### src/rtl/acc_adjust_pkg.sv
package acc_adjust_pkg;
  localparam int ACC_W = 8;
  localparam int DIG_W = 4;
  localparam int OP_W  = 3;

  typedef enum logic [OP_W-1:0] {
    OP_DADJ = 3'd0,
    OP_RLC  = 3'd1,
    OP_RRC  = 3'd2,
    OP_RLT  = 3'd3,
    OP_RRT  = 3'd4,
    OP_CPLA = 3'd5,
    OP_CPLC = 3'd6,
    OP_SETC = 3'd7
  } adj_op_e;

  typedef struct packed {
    logic cy;
    logic ac;
    logic zero;
    logic sign;
    logic par;
  } adj_flags_t;
endpackage

### src/rtl/dec_adjust.sv
module dec_adjust
  import acc_adjust_pkg::*;
(
  input  logic [ACC_W-1:0] acc,
  input  logic             cy,
  input  logic             ac,
  output logic [ACC_W-1:0] res,
  output logic             cy_out,
  output logic             ac_out
);
  localparam logic [DIG_W-1:0] DIG_MAX = DIG_W'(9);
  localparam logic [DIG_W-1:0] DIG_FIX = DIG_W'(6);

  logic             lo_fix;
  logic             hi_fix;
  logic [DIG_W:0]   lo_sum;
  logic [ACC_W:0]   step1;
  logic [ACC_W:0]   step2;

  always_comb begin
    lo_fix = (acc[DIG_W-1:0] > DIG_MAX) || ac;
    lo_sum = {1'b0, acc[DIG_W-1:0]} + {1'b0, (lo_fix ? DIG_FIX : '0)};
    step1  = {1'b0, acc} + {{(ACC_W+1-DIG_W){1'b0}}, (lo_fix ? DIG_FIX : '0)};
    hi_fix = (step1[ACC_W-1:DIG_W] > DIG_MAX) || cy || step1[ACC_W];
    step2  = {1'b0, step1[ACC_W-1:0]}
           + {1'b0, (hi_fix ? DIG_FIX : '0), {DIG_W{1'b0}}};
    res    = step2[ACC_W-1:0];
    cy_out = cy | step1[ACC_W] | step2[ACC_W];
    ac_out = lo_sum[DIG_W];
  end
endmodule

### src/rtl/acc_bit_ops.sv
module acc_bit_ops
  import acc_adjust_pkg::*;
(
  input  adj_op_e          op,
  input  logic [ACC_W-1:0] acc,
  input  logic             cy,
  output logic [ACC_W-1:0] res,
  output logic             cy_out
);
  always_comb begin
    res    = acc;
    cy_out = cy;
    unique case (op)
      OP_RLC: begin
        res    = {acc[ACC_W-2:0], acc[ACC_W-1]};
        cy_out = acc[ACC_W-1];
      end
      OP_RRC: begin
        res    = {acc[0], acc[ACC_W-1:1]};
        cy_out = acc[0];
      end
      OP_RLT: begin
        res    = {acc[ACC_W-2:0], cy};
        cy_out = acc[ACC_W-1];
      end
      OP_RRT: begin
        res    = {cy, acc[ACC_W-1:1]};
        cy_out = acc[0];
      end
      OP_CPLA: res    = ~acc;
      OP_CPLC: cy_out = ~cy;
      OP_SETC: cy_out = 1'b1;
      default: begin
        res    = acc;
        cy_out = cy;
      end
    endcase
  end
endmodule

### src/rtl/acc_adjust_unit.sv
module acc_adjust_unit
  import acc_adjust_pkg::*;
(
  input  logic             clk,
  input  logic             rst_n,
  input  logic             en,
  input  logic [OP_W-1:0]  op,
  input  logic [ACC_W-1:0] acc_in,
  input  logic             cy_in,
  input  logic             ac_in,
  output logic [ACC_W-1:0] acc_q,
  output logic             cy_q,
  output logic             ac_q,
  output logic             zero_q,
  output logic             sign_q,
  output logic             par_q
);
  adj_op_e          op_e;
  logic [ACC_W-1:0] da_res;
  logic             da_cy;
  logic             da_ac;
  logic [ACC_W-1:0] bo_res;
  logic             bo_cy;

  logic [ACC_W-1:0] acc_r, acc_nx;
  adj_flags_t       flg_r, flg_nx;

  assign op_e = adj_op_e'(op);

  dec_adjust u_dadj (
    .acc(acc_in), .cy(cy_in), .ac(ac_in),
    .res(da_res), .cy_out(da_cy), .ac_out(da_ac)
  );

  acc_bit_ops u_bops (
    .op(op_e), .acc(acc_in), .cy(cy_in),
    .res(bo_res), .cy_out(bo_cy)
  );

  always_comb begin
    acc_nx = acc_r;
    flg_nx = flg_r;
    if (en) begin
      if (op_e == OP_DADJ) begin
        acc_nx      = da_res;
        flg_nx.cy   = da_cy;
        flg_nx.ac   = da_ac;
        flg_nx.zero = (da_res == '0);
        flg_nx.sign = da_res[ACC_W-1];
        flg_nx.par  = ~^da_res;
      end else begin
        acc_nx    = bo_res;
        flg_nx.cy = bo_cy;
        flg_nx.ac = ac_in;
      end
    end
  end

  always_ff @(posedge clk or negedge rst_n) begin
    if (!rst_n) begin
      acc_r <= '0;
      flg_r <= '0;
    end else begin
      acc_r <= acc_nx;
      flg_r <= flg_nx;
    end
  end

  assign acc_q  = acc_r;
  assign cy_q   = flg_r.cy;
  assign ac_q   = flg_r.ac;
  assign zero_q = flg_r.zero;
  assign sign_q = flg_r.sign;
  assign par_q  = flg_r.par;

  a_r2_hold_when_idle: assert property (@(posedge clk) disable iff (!rst_n)
    !en |=> ($stable(acc_q) && $stable(cy_q) && $stable(ac_q)
             && $stable(zero_q) && $stable(sign_q) && $stable(par_q)));

  a_r7_rlc_carry_loop: assert property (@(posedge clk) disable iff (!rst_n)
    (en && op == 3'd1) |=> (acc_q[0] == cy_q) && (cy_q == $past(acc_in[7])));

  a_r8_rlt_carry_in: assert property (@(posedge clk) disable iff (!rst_n)
    (en && op == 3'd3) |=> (acc_q[0] == $past(cy_in)) && (cy_q == $past(acc_in[7])));

  a_r9_rotate_keeps_zsp: assert property (@(posedge clk) disable iff (!rst_n)
    (en && op >= 3'd1 && op <= 3'd4) |=>
      ($stable(zero_q) && $stable(sign_q) && $stable(par_q)));

  a_r10_cpl_inverts: assert property (@(posedge clk) disable iff (!rst_n)
    (en && op == 3'd5) |=> (acc_q == ~$past(acc_in)) && (cy_q == $past(cy_in)));

  a_r11_setc_forces: assert property (@(posedge clk) disable iff (!rst_n)
    (en && op == 3'd7) |=> cy_q && (acc_q == $past(acc_in)));

  a_r6_zero_flag: assert property (@(posedge clk) disable iff (!rst_n)
    (en && op == 3'd0) |=> (zero_q == (acc_q == 8'h00)) && (sign_q == acc_q[7]));
endmodule

### config.mk
export PLATFORM = sky130hd
export DESIGN_NAME = acc_adjust_unit
export DESIGN_NICKNAME = d
export VERILOG_FILES = /design/src/rtl/acc_adjust_pkg.sv /design/src/rtl/dec_adjust.sv /design/src/rtl/acc_bit_ops.sv /design/src/rtl/acc_adjust_unit.sv
export SDC_FILE = /design/constraint.sdc
export NUM_CORES = 1
export LEC_CHECK = 0
export BUFFER_PORTS_ARGS = -buffer_cell sky130_fd_sc_hd__buf_2
export CAP_MARGIN = 0
export CORE_MARGIN = 1
export CORE_UTILIZATION = 35
export CTS_CLUSTER_DIAMETER = 200
export DETAILED_ROUTE_END_ITERATION = 7
export GPL_ROUTABILITY_DRIVEN = 0
export PLACE_DENSITY = 0.6
export SETUP_SLACK_MARGIN = 0.4
export SYNTH_ARGS = -nofsm -noshare
export SYNTH_HDL_FRONTEND = slang
export SYNTH_SLANG_ARGS = --single-unit
### constraint.sdc
create_clock -name clk -period 0.8 [get_ports clk]
set_input_delay 0 -clock clk [delete_from_list [all_inputs] [get_ports clk]]
set_output_delay 0 -clock clk [all_outputs]
set_load 0.1 [all_outputs]
# After elaboration in Yosys (flattened, before gate mapping)
# Index checks and enable logic that the tools add are counted.
[word_totals]
in_bits = 16
wordCells = 37
output_inout_bits = 13
ff_bits = 13
[op_classes]
n_bitwise = 4
eq_ne = 7
n_mux = 6
n_reduce_logical = 9
add_sub_neg = 3
magnitude_cmp = 2
[ops]
columns = ["op", "count"]
rows = [
  ["$pmux W8 S5", 1],
  ["$eq A3 B3 Y1 const B", 4],
  ["$add A8 B4 Y9", 1],
  ["$add A8 B8 Y9", 1],
  ["$gt A4 B4 Y1 const B", 2],
  ["$logic_not A8 Y1", 1],
  ["$mux W8", 1],
  ["$not A8 Y8", 1],
  ["$reduce_xnor A8 Y1", 1],
  ["$eq A3 B2 Y1 const B", 2],
  ["$mux W3", 2],
  ["$add A4 B4 Y5", 1],
  ["$pmux W1 S4", 1],
  ["$reduce_or A2 Y1", 2],
  ["$eq A3 B1 Y1 const B", 1],
  ["$logic_not A3 Y1", 1],
  ["$logic_or A1 B1 Y1", 3],
  ["$mux W2", 1],
  ["$or A1 B1 Y1", 2],
  ["$reduce_and A2 Y1", 1],
  ["$not A1 Y1", 1],
]

# Longest topological paths before layout
[logic_depth]
depth_word = 11
ltp_mapped = 19
depth_no_buf = 18

# By module
# From an unflattened synthesis, not the netlist that was laid out.
[hier_totals]
hier_cells = 201
area_unflattened_um2 = 1485.2
[by_module_without_submodules]
columns = ["module", "n_inst", "cells_per_inst", "area_each_um2"]
rows = [
  ["acc_adjust_unit", 1, 81, 681.9],
  ["acc_bit_ops", 1, 75, 484.2],
  ["dec_adjust", 1, 45, 319.1],
]

# Least setup slack after synthesis
# Ideal clock, no wire load.
[synth_timing]
kind = "input port to flip-flop"
from = "input port acc_in[3]"
to = "register flg_r (netlist bit par_q)"
n_path_buf = 1
path_slack_ns = -2.578
arrival_ns = 3.247
cell_stages = 19
path_cell_list = "buf_4 > o21ai_0 > nand2b_1 > ha_1 > inv_1 > fa_1 > and3b_4 > nand2_1 > nor3_1 > or3_1 > ha_1 > inv_1 > fa_1 > xnor2_1 > xnor2_1 > ha_1 > xor2_1 > xnor2_1 > o21ai_0"
[synth_via]
elab_chain_cells = 10
[synth_lines]
columns = ["element", "line_no", "text"]
rows = [
  ["start, declared", "acc_adjust_unit.sv:8", "input logic [ACC_W-1:0] acc_in,"],
  ["$gt A4 B4 Y1", "dec_adjust.sv:21", "lo_fix = (acc[DIG_W-1:0] > DIG_MAX) || ac;"],
  ["$logic_or A1 B1 Y1", "dec_adjust.sv:21", ""],
  ["$mux W3", "dec_adjust.sv:23", "step1 = {1'b0, acc} + {{(ACC_W+1-DIG_W){1'b0}}, (lo_fix ? DIG_FIX : '0)};"],
  ["$add A8 B4 Y9 (*)", "dec_adjust.sv:23", ""],
  ["$gt A4 B4 Y1", "dec_adjust.sv:24", "hi_fix = (step1[ACC_W-1:DIG_W] > DIG_MAX) || cy || step1[ACC_W];"],
  ["$logic_or A1 B1 Y1 (2 in a row)", "dec_adjust.sv:24", ""],
  ["$mux W3", "dec_adjust.sv:26", "+ {1'b0, (hi_fix ? DIG_FIX : '0), {DIG_W{1'b0}}};"],
  ["$add A8 B8 Y9 (*)", "dec_adjust.sv:26", ""],
  ["$reduce_xnor A8 Y1 (*)", "acc_adjust_unit.sv:50", "flg_nx.par = ~^da_res;"],
  ["end signal, assigned", "acc_adjust_unit.sv:65", "flg_r <= flg_nx;"],
  ["end, declared", "acc_adjust_unit.sv:26", "adj_flags_t flg_r, flg_nx;"],
]
# Mark *: on every way between the ends. The rest lies on a longest branch, timed or not.
# A chain may end at the register's enable or synchronous reset.

# Worst setup path after layout
# Ends and elaborated chain as after synthesis.

==> impl_metrics.json <==
{
  "floorplan.initialDensity_pct": 36.3,
  "clock_sink_count": 13,
  "grt_util_all_layers_pct": 20.0,
  "cts.clk_slew.worst_paths_ps": 60,
  "die_area_um2": 4410,
  "critPathMaxFanout": 4,
  "detailroute.wirelength.met3_um": 125,
  "rsz0062_at_grt": "true",
  "skew_ps": 0,
  "ys.warnings.count": 0,
  "timing.hold.worst.class": "in -> async",
  "core_um2": 4000,
  "number_of_different_library_cells_in_the_post_synthesis_netlist": 43,
  "ys_ff_latch": 13,
  "cts_tree": "yes",
  "syn2layout_area_growth_pct": 72.8,
  "crit_type": "in -> reg",
  "via_count": 1557,
  "fmaxAchievable_mhz": 347,
  "final_hold_viol_count": 13,
  "clk_root_buffer_cell": "clkbuf_8",
  "drc": 1,
  "timing.final.crit_period_ps": 2890,
  "synth_enable_flop_cells": 0,
  "timing_worst_slew_pin_value_ps": 353,
  "largest_net_degree_at_the_start_of_global_routing": 18,
  "clock_latency_ps": 250,
  "port_buffers": 28,
  "cts.path.max_buffers": 2,
  "cts_inserted_buffers": 3,
  "dpl_wire_length_mm": 3.17,
  "vias_per_cell": 5.10,
  "synth.avg_cell_area_um2": 8.15,
  "top_level_port_count": 29,
  "required_ps": 930,
  "critPathLaunchType": "input port",
  "routedLengthMet1_mm": 1.96,
  "synth_area_leader_cell": "dfrtp_1",
  "grt_pass1_vias": 1442,
  "grt-ovfl-total": 0,
  "die_width_um": 66.4,
  "drv_cap": 0,
  "ir_worst_vdd_mv": 0.694,
  "nNetsFinal": 282,
  "grt_antenna_before_repair": 0,
  "wirelength_mm": 4.21,
  "post_synth_design_cell_area_um2": 1450,
  "setup_viol_count_final": 26,
  "ctsHtreeMaxLevel": 1,
  "timing.max_slew.rel_slack_pct": 76.4,
  "final_min_period_over_clock_period_pct": 361,
  "timing.final.max_slew_violations": 0,
  "yosys-top-cells-area": "dfrtp_1 22%, ha_1 6.9%, o21ai_0 4.8%",
  "yosys.area.top_type_share_pct": 22.4,
  "fin_util_pct": 62.7,
  "arrival_time_of_data_at_the_critical_path_endpoint_ps": 3010,
  "wire_length_of_the_first_global_routing_pass_mm": 6.65,
  "status": "finished with violations",
  "drt_iter0_drc": 87,
  "antenna_violating_nets_post_route": 0,
  "netlist_instances": 178,
  "synthFlopType": "dfrtp_1",
  "std_cell_rows": 23,
  "layout_setup_ws_ps": -2090,
  "antenna-diode-count": 0,
  "fin_hold_ws_ps": -362,
  "route.detailed.wl_per_inst_um": 13.8,
  "end_kind": "register",
  "violations": "design-rule violations, negative hold slack, negative setup slack",
  "synthesis.nets": 204,
  "post_route_cells_drive_above_1_share_pct": 53.7,
  "asyncSetResetFlopFracSynth_pct": 100,
  "seq_area_frac_synth_pct": 22.4,
  "post_synth_most_frequent_cells": "14 x inv_1, 14 x nand2_1, 14 x o21ai_0, 13 x dfrtp_1, 10 x nor2_1",
  "pwr_density_cell_nw_per_um2": 1670,
  "maxUsedRoutingLayer": "met4",
  "drt-pass1-iter-count": 6,
  "static-leakage-power_nw": 1.09,
  "die-height_um": 66.4,
  "route.met2.wl_mm": 2.08
}
## layout by cell type (no fill, tap or decap), types with 3 or more instances in the layout
cell	netlist	routed
nand3_1	4	4
ha_1	8	4
nor2_1	10	9
o221ai_1	3	3
buf_4	3	51
nor2b_1	8	8
nor3_1	4	3
o21ai_1	0	4
inv_1	14	11
o21ai_0	14	9
nand2_1	14	12
clkbuf_8	0	3
xor2_1	5	3
o21a_1	4	4
nand2b_1	6	6
buf_2	7	12
ha_4	0	3
buf_12	0	16
buf_6	4	7
mux2i_1	3	3
a21oi_1	6	4
dfrtp_4	0	13
o211ai_1	4	4
xnor2_1	5	3
inv_2	0	3
o31ai_1	3	3
## per-layer routing
layer  vias up  global-route usage, %
met5         -                      0
met2        35                   33.9
met1       729                   26.8
met4         0                   4.79
met3         6                   2.24
li1        787                      -
## repair_timing
action | CTS | global route
gates resized for setup | 21 | 11
endpoints found under the setup margin | 26 | 26
pin swaps | 18 | 12
endpoints found under the hold margin | 13 | 13
buffers inserted | 7 | 4
## worst paths after layout
check	to	slack [ps]	startpoint	cells after the start
min reg2reg	sign_q$_DFFE_PN0P_	560	sign_q$_DFFE_PN0P_	2
max reg2reg	cy_q$_DFFE_PN0P_	-330	cy_q$_DFFE_PN0P_	4
min	acc_q[2]$_DFFE_PN0P_	-360	rst_n	1
min in group clk	ac_q$_DFFE_PN0P_	120	ac_in	4
max in group asynchronous	ac_q$_DFFE_PN0P_	890	rst_n	1
max	par_q$_DFFE_PN0P_	-2090	acc_in[3]	19
## layout make-up
type / instances / area, um2
clock buffers: 4 / 45.0
fillers: 339 / 1490
inverters: 14 / 52.6
multi-input cells: 136 / 1100
flip-flops and latches: 13 / 374
well taps: 50 / 62.6
repair buffers: 88 / 872
## through the flow
step	std cells	instance area [um2]	setup TNS (ps)	total power [mW]	setup WS (ps)
CTS	301	2430	-16930	4.09	-2080
floorplan	178	1540	-16600	2.38	-2390
detailed placement	290	2230	-19340	3.33	-2520
global placement	290	2230	-18570	3.30	-2380
global route	305	2510	-18700	4.39	-2270
finish	305	2510	-17140	4.18	-2090
## critical path, cell delays in order
cell	delay, ps
buf_8	80
o21ai_2	40
nand2b_1	90
ha_2	190
inv_2	40
fa_2	350
and3b_4	370
o31ai_4	70
a31oi_4	160
or3_4	160
ha_4	120
inv_2	30
fa_2	340
xnor2_2	150
xnor2_2	140
ha_1	310
xor2_1	160
xnor2_1	130
o21ai_1	70
## power breakdown
part	internal [mW]	switching [mW]
sequential	0.825	0.0979
combinational	1.18	1.45
clock	0.353	0.270
total	2.36	1.82
## flip-flops by register name, summed over array words and instances (netlist names)
register  cells
acc_q         8
ac_q          1
cy_q          1
par_q         1
sign_q        1
zero_q        1
## cell families (layout without fill, tap and decap cells)
kind of cell	after synthesis	count (layout)	synth area share, %
mux	4	4	2.84
fa+ha+maj	10	10	9.66
compound gates	56	56	27.1
buf+inv	29	106	10.9
xor+xnor	10	10	6.03
simple gates	56	56	21.0
flops	13	13	22.4
Power figures use the tool's default switching activity.
